===== src/rtl/scl_gen_pkg.sv =====
package scl_gen_pkg;

  typedef enum logic [1:0] {
    PH_IDLE = 2'd0,
    PH_LOW  = 2'd1,
    PH_HIGH = 2'd2
  } scl_phase_e;

  localparam int unsigned SEL_W = 2;
  localparam logic [SEL_W-1:0] SEL_PSC  = 2'd0;
  localparam logic [SEL_W-1:0] SEL_LOW  = 2'd1;
  localparam logic [SEL_W-1:0] SEL_HIGH = 2'd2;

  // Fixed per-phase overhead in prescaled ticks, chosen by the prescaler.
  function automatic logic [2:0] extra_delay(input logic psc_is_zero,
                                             input logic psc_is_one);
    if (psc_is_zero)     return 3'd7;
    else if (psc_is_one) return 3'd6;
    else                 return 3'd5;
  endfunction

endpackage


===== src/rtl/scl_cfg_regs.sv =====
module scl_cfg_regs
  import scl_gen_pkg::*;
#(
  parameter int unsigned DW       = 16,
  parameter int unsigned RST_PSC  = 0,
  parameter int unsigned RST_LOW  = 8,
  parameter int unsigned RST_HIGH = 8
) (
  input  logic             clk,
  input  logic             rst_n,
  input  logic             ctrl_en,
  input  logic             we,
  input  logic [SEL_W-1:0] addr,
  input  logic [DW-1:0]    wdata,
  output logic [DW-1:0]    rdata,
  output logic [DW-1:0]    psc,
  output logic [DW-1:0]    low_div,
  output logic [DW-1:0]    high_div
);

  logic wr_ok;
  assign wr_ok = we && !ctrl_en;

  always_ff @(posedge clk or negedge rst_n) begin
    if (!rst_n) begin
      psc      <= DW'(RST_PSC);
      low_div  <= DW'(RST_LOW);
      high_div <= DW'(RST_HIGH);
    end else if (wr_ok) begin
      case (addr)
        SEL_PSC:  psc      <= wdata;
        SEL_LOW:  low_div  <= wdata;
        SEL_HIGH: high_div <= wdata;
        default:  ;
      endcase
    end
  end

  always_comb begin
    case (addr)
      SEL_PSC:  rdata = psc;
      SEL_LOW:  rdata = low_div;
      SEL_HIGH: rdata = high_div;
      default:  rdata = '0;
    endcase
  end


  cfg_locked_chk: assert property (@(posedge clk) disable iff (!rst_n)
    (ctrl_en && we) |=> ($stable(psc) && $stable(low_div) && $stable(high_div)));

endmodule


===== src/rtl/scl_prescaler.sv =====
module scl_prescaler #(
  parameter int unsigned DW = 16
) (
  input  logic          clk,
  input  logic          rst_n,
  input  logic          cnt_en,
  input  logic [DW-1:0] psc,
  output logic          tick
);

  logic [DW-1:0] cnt;

  assign tick = cnt_en && (cnt == psc);

  always_ff @(posedge clk or negedge rst_n) begin
    if (!rst_n)       cnt <= '0;
    else if (!cnt_en) cnt <= '0;
    else if (tick)    cnt <= '0;
    else              cnt <= cnt + DW'(1);
  end


  presc_range_chk: assert property (@(posedge clk) disable iff (!rst_n)
    cnt <= psc);

endmodule


===== src/rtl/scl_phase_ctrl.sv =====
module scl_phase_ctrl
  import scl_gen_pkg::*;
#(
  parameter int unsigned DW = 16
) (
  input  logic          clk,
  input  logic          rst_n,
  input  logic          ctrl_en,
  input  logic          run,
  input  logic          scl_in,
  input  logic [DW-1:0] psc,
  input  logic [DW-1:0] low_div,
  input  logic [DW-1:0] high_div,
  input  logic          tick,
  output logic          cnt_en,
  output logic          scl_oe,
  output logic          fall_stb,
  output logic          mid_stb
);

  localparam int unsigned CW = DW + 1;

  scl_phase_e      state;
  logic [CW-1:0]   pcnt;
  logic [2:0]      dly;
  logic [CW-1:0]   low_lim;
  logic [CW-1:0]   high_lim;
  logic [CW-1:0]   half_lim;
  logic            low_done;
  logic            high_done;
  logic            at_mid;

  assign dly       = extra_delay(psc == '0, psc == DW'(1));
  assign low_lim   = {1'b0, low_div}  + CW'(dly);
  assign high_lim  = {1'b0, high_div} + CW'(dly);
  assign half_lim  = high_lim >> 1;
  assign low_done  = tick && (pcnt == low_lim - CW'(1));
  assign high_done = tick && (pcnt == high_lim - CW'(1));
  assign at_mid    = tick && (pcnt == half_lim - CW'(1));

  assign cnt_en = ctrl_en &&
                  ((state == PH_LOW) || ((state == PH_HIGH) && scl_in));
  assign scl_oe = (state == PH_LOW);

  always_ff @(posedge clk or negedge rst_n) begin
    if (!rst_n) begin
      state    <= PH_IDLE;
      pcnt     <= '0;
      fall_stb <= 1'b0;
      mid_stb  <= 1'b0;
    end else if (!ctrl_en) begin
      state    <= PH_IDLE;
      pcnt     <= '0;
      fall_stb <= 1'b0;
      mid_stb  <= 1'b0;
    end else begin
      fall_stb <= 1'b0;
      mid_stb  <= 1'b0;
      case (state)
        PH_IDLE: begin
          pcnt <= '0;
          if (run) begin
            state    <= PH_LOW;
            fall_stb <= 1'b1;
          end
        end
        PH_LOW: begin
          if (low_done) begin
            state <= PH_HIGH;
            pcnt  <= '0;
          end else if (tick) begin
            pcnt <= pcnt + CW'(1);
          end
        end
        PH_HIGH: begin
          mid_stb <= at_mid;
          if (high_done) begin
            pcnt <= '0;
            if (run) begin
              state    <= PH_LOW;
              fall_stb <= 1'b1;
            end else begin
              state <= PH_IDLE;
            end
          end else if (tick) begin
            pcnt <= pcnt + CW'(1);
          end
        end
        default: begin
          state <= PH_IDLE;
          pcnt  <= '0;
        end
      endcase
    end
  end


  fall_in_low_chk: assert property (@(posedge clk) disable iff (!rst_n)
    fall_stb |-> scl_oe);


  fall_single_chk: assert property (@(posedge clk) disable iff (!rst_n)
    fall_stb |=> !fall_stb);


  mid_in_high_chk: assert property (@(posedge clk) disable iff (!rst_n)
    mid_stb |-> !scl_oe);


  off_quiet_chk: assert property (@(posedge clk) disable iff (!rst_n)
    !ctrl_en |=> (!scl_oe && !fall_stb && !mid_stb));


  stretch_hold_chk: assert property (@(posedge clk) disable iff (!rst_n)
    (ctrl_en && (state == PH_HIGH) && !scl_in) |=> $stable(pcnt));

endmodule


===== src/rtl/scl_clock_gen.sv =====
module scl_clock_gen #(
  parameter int unsigned DW       = 16,
  parameter int unsigned RST_PSC  = 0,
  parameter int unsigned RST_LOW  = 8,
  parameter int unsigned RST_HIGH = 8
) (
  input  logic          clk,
  input  logic          rst_n,
  input  logic          ctrl_en,
  input  logic          cfg_we,
  input  logic [1:0]    cfg_addr,
  input  logic [DW-1:0] cfg_wdata,
  output logic [DW-1:0] cfg_rdata,
  input  logic          run,
  input  logic          scl_in,
  output logic          scl_oe,
  output logic          presc_tick,
  output logic          fall_stb,
  output logic          mid_stb
);

  logic [DW-1:0] psc;
  logic [DW-1:0] low_div;
  logic [DW-1:0] high_div;
  logic          cnt_en;
  logic          tick;

  scl_cfg_regs #(
    .DW(DW), .RST_PSC(RST_PSC), .RST_LOW(RST_LOW), .RST_HIGH(RST_HIGH)
  ) u_regs (
    .clk(clk), .rst_n(rst_n), .ctrl_en(ctrl_en),
    .we(cfg_we), .addr(cfg_addr), .wdata(cfg_wdata), .rdata(cfg_rdata),
    .psc(psc), .low_div(low_div), .high_div(high_div)
  );

  scl_prescaler #(.DW(DW)) u_presc (
    .clk(clk), .rst_n(rst_n), .cnt_en(cnt_en), .psc(psc), .tick(tick)
  );

  scl_phase_ctrl #(.DW(DW)) u_phase (
    .clk(clk), .rst_n(rst_n), .ctrl_en(ctrl_en), .run(run), .scl_in(scl_in),
    .psc(psc), .low_div(low_div), .high_div(high_div), .tick(tick),
    .cnt_en(cnt_en), .scl_oe(scl_oe), .fall_stb(fall_stb), .mid_stb(mid_stb)
  );

  assign presc_tick = tick;

endmodule


===== config.mk =====
export PLATFORM = sky130hd
export DESIGN_NAME = scl_clock_gen
export DESIGN_NICKNAME = d
export VERILOG_FILES = /design/src/rtl/scl_gen_pkg.sv /design/src/rtl/scl_cfg_regs.sv /design/src/rtl/scl_prescaler.sv /design/src/rtl/scl_phase_ctrl.sv /design/src/rtl/scl_clock_gen.sv
export SDC_FILE = /design/constraint.sdc
export NUM_CORES = 1
export LEC_CHECK = 0
export BUFFER_PORTS_ARGS = -buffer_cell sky130_fd_sc_hd__buf_2
export CAP_MARGIN = 20
export CELL_PAD_IN_SITES_DETAIL_PLACEMENT = 2
export CELL_PAD_IN_SITES_GLOBAL_PLACEMENT = 2
export CORE_ASPECT_RATIO = 1.25
export CORE_MARGIN = 2
export CORE_UTILIZATION = 39
export CTS_CLUSTER_SIZE = 12
export DETAILED_ROUTE_END_ITERATION = 6
export PLACE_DENSITY = 0.8
export SLEW_MARGIN = 20
export SYNTH_ARGS = -nofsm -noshare
export SYNTH_HDL_FRONTEND = slang
export SYNTH_SLANG_ARGS = --single-unit

===== constraint.sdc =====
create_clock -name clk -period 4.73 [get_ports clk]
set_input_delay 0.473 -clock clk [delete_from_list [all_inputs] [get_ports clk]]
set_output_delay 0.473 -clock clk [all_outputs]
set_load 0.03 [all_outputs]

## After elaboration in Yosys (flattened, before gate mapping)

Cells that the tools add are included.

- Register bits after elaboration: 85
- Output and inout bits: 20
- Logic and storage cells: 65

- $add $sub $neg: 7
- Eq/ne operators: 12
- Muxes and demuxes: 22
- Reduce and logical (&&, ||, !) cells: 16

Operators with widths:

| operator | number |
|---|---|
| two-way mux 17 bit | 4 |
| equality test 17 bit | 3 |
| one-hot mux 16 bit (3 select lines) | 1 |
| adder 16 x 3 -> 17 bit | 2 |
| one-hot mux 17 bit (2 select lines) | 1 |
| subtractor 17 x 1 -> 17 bit (second input constant) | 2 |
| two-way mux 16 bit | 2 |
| adder 17 x 1 -> 17 bit (second input constant) | 1 |
| subtractor 16 x 1 -> 17 bit (second input constant) | 1 |
| adder 16 x 1 -> 16 bit (second input constant) | 1 |
| equality test 16 x 1 -> 1 bit (second input constant) | 1 |
| equality test 16 bit | 1 |
| logical NOT 16 bit | 1 |
| two-way mux 2 bit | 6 |
| logical AND 1 bit | 7 |
| two-way mux 1 bit | 6 |
| inequality test 3 x 2 -> 1 bit (second input constant) | 2 |
| one-hot mux 2 bit (3 select lines) | 1 |
| AND reduction 2 bit | 3 |
| equality test 2 x 1 -> 1 bit (second input constant) | 2 |
| equality test 2 bit (second input constant) | 2 |
| logical NOT 2 bit | 2 |
| inequality test 3 bit (second input constant) | 1 |
| AND reduction 3 bit | 1 |
| 3 further kinds | 3 |

## Depth between registers and ports, before layout

- Depth in word-level cells: 10
- Gate-level depth with buffers: 18
- Gate-level depth less buffers: 17

## Modules after synthesis

Synthesis repeated with hierarchy kept, for this count alone.

- Cells, all modules: 693
- Area total of the unflattened synthesis: 6,824.0 sq um

By module, submodules not included:

| module | instances | cells each | area each (sq um) | sequential area each (sq um) |
|---|---|---|---|---|
| scl_phase_ctrl | 1 | 453 | 3,661.0 | 525.5 |
| scl_cfg_regs | 1 | 143 | 2,213.4 | 1,203.7 |
| scl_prescaler | 1 | 97 | 949.7 | 400.4 |

## Worst setup path before layout

OpenSTA, ideal clock, no wires.

- Path kind: reg2reg
- Start: reg u_regs.psc[5]
- End: reg u_phase.pcnt[10]
- Setup time: 142 ps
- Arrival time: 3,729 ps
- Data required time: 4,588 ps
- Setup slack: 859 ps
- Stages on the path, launching flop included: 18
- Path buffers: 2
- Cells stage by stage: dfrtp_1 -> nor3_1 -> and4_1 -> nand2_1 -> ha_1 -> inv_1 -> fa_1 -> nor2b_1 -> buf_6 -> nor3_2 -> mux2i_1 -> o2111ai_2 -> or3_1 -> a211oi_2 -> o2111ai_2 -> o21ai_4 -> buf_6 -> a211oi_1

- Longest elaborated chain between the ends: 10

Ends and longest elaborated chain:

| element | RTL line | RTL |
|---|---|---|
| from (decl) | scl_cfg_regs.sv:16 | `output logic [DW-1:0] psc,` |
| from (signal assigned) | scl_cfg_regs.sv:26 | `psc <= DW'(RST_PSC);` |
| from (signal assigned) | scl_cfg_regs.sv:31 | `SEL_PSC: psc <= wdata;` |
| equality test 16 x 1 -> 1 bit | scl_phase_ctrl.sv:33 | `assign dly = extra_delay(psc == '0, psc == DW'(1));` |
| two-way mux 2 bit | scl_gen_pkg.sv:18 | `else if (psc_is_one) return 3'd6;` |
| two-way mux 2 bit | scl_gen_pkg.sv:17 | `if (psc_is_zero) return 3'd7;` |
| adder 16 x 3 -> 17 bit (on tied branches) | scl_phase_ctrl.sv:35, scl_phase_ctrl.sv:34 |  |
| subtractor 17 x 1 -> 17 bit (on tied branches) | scl_phase_ctrl.sv:38, scl_phase_ctrl.sv:37 |  |
| equality test 17 bit (on tied branches) | scl_phase_ctrl.sv:38, scl_phase_ctrl.sv:37 |  |
| logical AND 1 bit (on tied branches) | scl_phase_ctrl.sv:38, scl_phase_ctrl.sv:37 |  |
| two-way mux 17 bit (on tied branches) | scl_phase_ctrl.sv:77, scl_phase_ctrl.sv:68 |  |
| one-hot mux 17 bit (2 select lines) * | scl_phase_ctrl.sv:59 | `case (state)` |
| two-way mux 17 bit * | scl_phase_ctrl.sv:51 | `end else if (!ctrl_en) begin` |
| to (signal assigned) | scl_phase_ctrl.sv:72 | `pcnt <= pcnt + CW'(1);` |
| to (signal assigned) | scl_phase_ctrl.sv:86 | `pcnt <= pcnt + CW'(1);` |
| to (decl) | scl_phase_ctrl.sv:24 | `logic [CW-1:0] pcnt;` |

Every way passes the cells marked *; elsewhere a longest branch is shown, timed or not.
A chain may end at the register's enable or synchronous reset.

## Worst setup path in the final report

- Start: reg u_regs.psc[5]
- End: reg u_phase.pcnt[12]

Same word-level chain as after synthesis.

==> metrics.md <==
| Metric | Value |
|---|---|
| Die area | about 0.018 mm^2 |
| DR vias | 5736 |
| Crit path max-delay family | simple AND/OR/NAND/NOR gates |
| Yosys warns | 0 |
| Cell variety after synth | 71 |
| Row count | 53 |
| Pleak | between 2 and 3 nW |
| Avg Inst Size Synth | approximately 9.3 um^2 |
| Tmin final | 4480 ps |
| NumNets Final | 775 |
| Combinational share of power | 0.398 |
| Min-delay worst type | in2async |
| DRC | 0 |
| Largest net degree at the start of global routing | 51 |
| Final setup vio count | 0 |
| Switch Pwr | approximately 1.3 mW |
| Post-CTS Hold Fix Bufs | 0 |
| H-Tree Depth | 3 |
| Netlist Area Pre-Place | between 0.006 and 0.007 mm^2 |
| FFs w/ async S/R, synth | 1.00 |
| Die Wd | ~120 um |
| Post-detail-place hpwl | between 15000 and 20000 um |
| Routed length per instance | roughly 25 um |
| Final Max Slew Viols | 0 |
| CTS root buf | clkbuf_16 |
| Diode count | 0 |
| CP peak stage delay | ~500 ps |
| Max_cap viols | 0 |
| Initial DRC Count | 237 |
| Num Clock Sinks | 85 |
| Synth Register Bits | 85 |
| CTS tree | done |
| Worst Skew | around 15 ps |
| Worst setup path class | reg2reg |
| Die height | between 100 and 150 um |
| Core area | 0.0167 mm^2 |
| Max FO, Critical Path | 17 |
| First-pass GRT wire length | ~37000 um |
| Final-layout fill cell count | ~1800 |
| CP dominant cell by count | nand2_1 |
| Power density cells | 406 mW/mm^2 |
| Gp weighted congestion | between 0.9 and 1 |
| GRT Total Usage | 0.274 |
| RSZ-0062 raised after global routing | no |
| CP startpoint kind | register |
| Placed cells | 940 |
| Routed Antenna Nets | 0 |
| TNS Setup | 0 ps |
| Crit-path cells | nor3_1 -> and4_1 -> nand2_1 -> ha_1 -> inv_1 -> fa_2 -> nor2b_1 -> buf_4 -> or3_1 -> nand2_1 -> xnor2_1 -> or4_1 -> a22oi_1 -> o2111ai_2 -> o21ai_4 -> buf_12 -> a211oi_1 |
| Critical path endpoint category | register |
| Ys flop type | dfrtp_1 |
| Starting density of the core | 0.397 |
| Vias per cell | ~6 |
| Post-synth EDFFs | 0 |
| Area delta synth->final | 12.0% |
| CTS clk-pin slew, worst paths | about 70 ps |
| Commonest non-fill, non-tap cell in the layout | dfrtp_1 |
| Worst path required time | 4930 ps |
| Slew @ Worst Pin | roughly 870 ps |
| Sequential fraction of the synthesis area | 0.321 |
| Peak supply drop | approximately 0.22 mV |
| Sw frac | 0.426 |
| Fin. Hold Viols | 0 |
| CTS max path bufs | 2 |
| Worst path arrival time | 4690 ps |
| I/O pin total | 44 |
| CP bufs+invs | 3 |
| Max_slew headroom | 0.407 |
| Clk Latency, worst-skew pair | 360 ps |
| Grt total ovfl | 0 |
| IO buf count | 43 |
| Num CTS Buffers | 9 |
| P_int | roughly 1.7 mW |
| Number of global-route vias before repair | between 6000 and 7000 |
| Share of layout cells above drive strength 1 | 0.212 |
| Peak Freq | 223 MHz |
| Clk pwr share | 0.251 |
| Post-synthesis instance total | 713 |
| Routed WL | between 20000 and 25000 um |
| Final Cycle Share | 0.948 |
| Status | completed |
| Seq pwr share | 0.351 |
| Highest-delay cell along the critical path | or4_1 |
| Most frequent cells in the layout | dfrtp_1 (78), xnor2_1 (68), xor2_1 (55) |
| Post-Layout Cell Count | 960 |
| Initial antenna violation count | 0 |
| Syn nets | between 700 and 800 |
| DR pass1 iterations | 4 |
==> through the flow <==
step | total power, mW | utilization | area, um^2 | worst slack [ps] | hold WS (ps)
after floorplan | 1.83 | - | 6640 | 859 | 177
after global placement | 2.13 | 0.421 | 7030 | 270 | 490
after detailed placement | 2.20 | 0.421 | 7030 | 77.6 | 501
after CTS | 2.98 | 0.439 | 7340 | 45.7 | 113
after global routing | 3.17 | 0.445 | 7430 | 4.38 | 125
final | 3.02 | 0.445 | 7430 | 246 | 106
==> flip-flops by register name, summed over array words and instances, names as in the netlist <==
name,flops
u_presc.cnt,16
u_phase.fall_stb,1
u_regs.psc,16
u_phase.mid_stb,1
u_phase.state,2
u_phase.pcnt,17
u_regs.low_div,16
u_regs.high_div,16
==> final cells by class <==
cell class / count / area (um^2) / share of cell area
Clock inverter: 7 / 80.1 / 0.0108
Sequential cell: 85 / 2140 / 0.288
Multi-Input combinational cell: 558 / 4280 / 0.576
Timing Repair Buffer: 59 / 350 / 0.0472
Clock buffer: 9 / 225 / 0.0303
Inverter: 22 / 82.6 / 0.0111
Tap cell: 220 / 275 / 0.0371
==> final timing paths <==
kind,startpoint,slack (ps),depth (start not counted),endpoint
worst max-delay path,u_regs.psc[5],250,17,u_phase.pcnt[12]
worst min-delay path,rst_n,110,1,u_phase.mid_stb
worst max register to register,u_regs.psc[5],250,17,u_phase.pcnt[12]
worst min register to register,u_presc.cnt[15],560,2,u_presc.cnt[15]
max in group asynchronous,rst_n,3470,2,u_regs.psc[8]
min in group clk,cfg_wdata[9],380,2,u_regs.psc[9]
==> cell families (layout without fill, tap and decap cells) <==
family / after synthesis / after routing / share of synthesized area
and+or+nand+nor: 244 / 244 / 0.205
AOI/OAI and AO/OA: 105 / 105 / 0.114
xor gates and xnor gates: 127 / 127 / 0.174
adders and majority gates: 16 / 16 / 0.0324
DFF: 85 / 85 / 0.321
buffers and inverters: 70 / 97 / 0.0454
muxes: 66 / 66 / 0.108
==> metal layers <==
layer / GRT usage / part of all wire / wire length (um)
met1: 0.294 / 0.39 / 9430
met2: 0.514 / 0.53 / 13000
met3: 0.0415 / 0.029 / 717
met4: 0.145 / 0.052 / 1260
met5: 0 / 0 / 0
==> power groups by stage <==
stage	logic [mW]	registers [mW]	clock network [mW]
finish	1.20	1.06	0.759
global route	1.30	1.07	0.795
CTS	1.16	1.05	0.767
detailed placement	1.14	1.06	0
global placement	1.09	1.05	0
floorplan	0.900	0.929	0
==> cells in the mapped netlist, types with 3 or more instances <==
library cell	number	area, um^2
a31oi_1	4	25.0
and4_1	9	78.8
nand2_1	54	203
xnor3_1	3	67.6
o21ai_0	35	175
or3_1	7	43.8
ha_1	14	175
nor4_1	21	131
o31ai_1	3	22.5
and2_1	5	31.3
inv_1	22	82.6
clkbuf_1	34	128
nor3_1	15	75.1
xnor2_1	69	604
buf_6	3	33.8
mux2_2	44	495
dfrtp_1	83	2080
a211oi_1	19	143
buf_1	4	15.0
nand2b_1	3	18.8
a211o_1	4	35.0
mux2i_1	22	220
xor2_1	55	482
and3_1	9	56.3
a21oi_1	9	45.0
nand4_1	24	150
nand3_1	28	140
nor2_1	42	158
nor2b_1	4	25.0
buf_2	4	20.0
buf_4	3	22.5
==> repair_timing <==
item / 4_1_cts / 5_1_grt
setup buffers: 0 / 4
endpoints found under the setup margin: 0 / 21
gates resized for setup: 0 / 16
No activity file was read; power rests on OpenSTA's default activity.
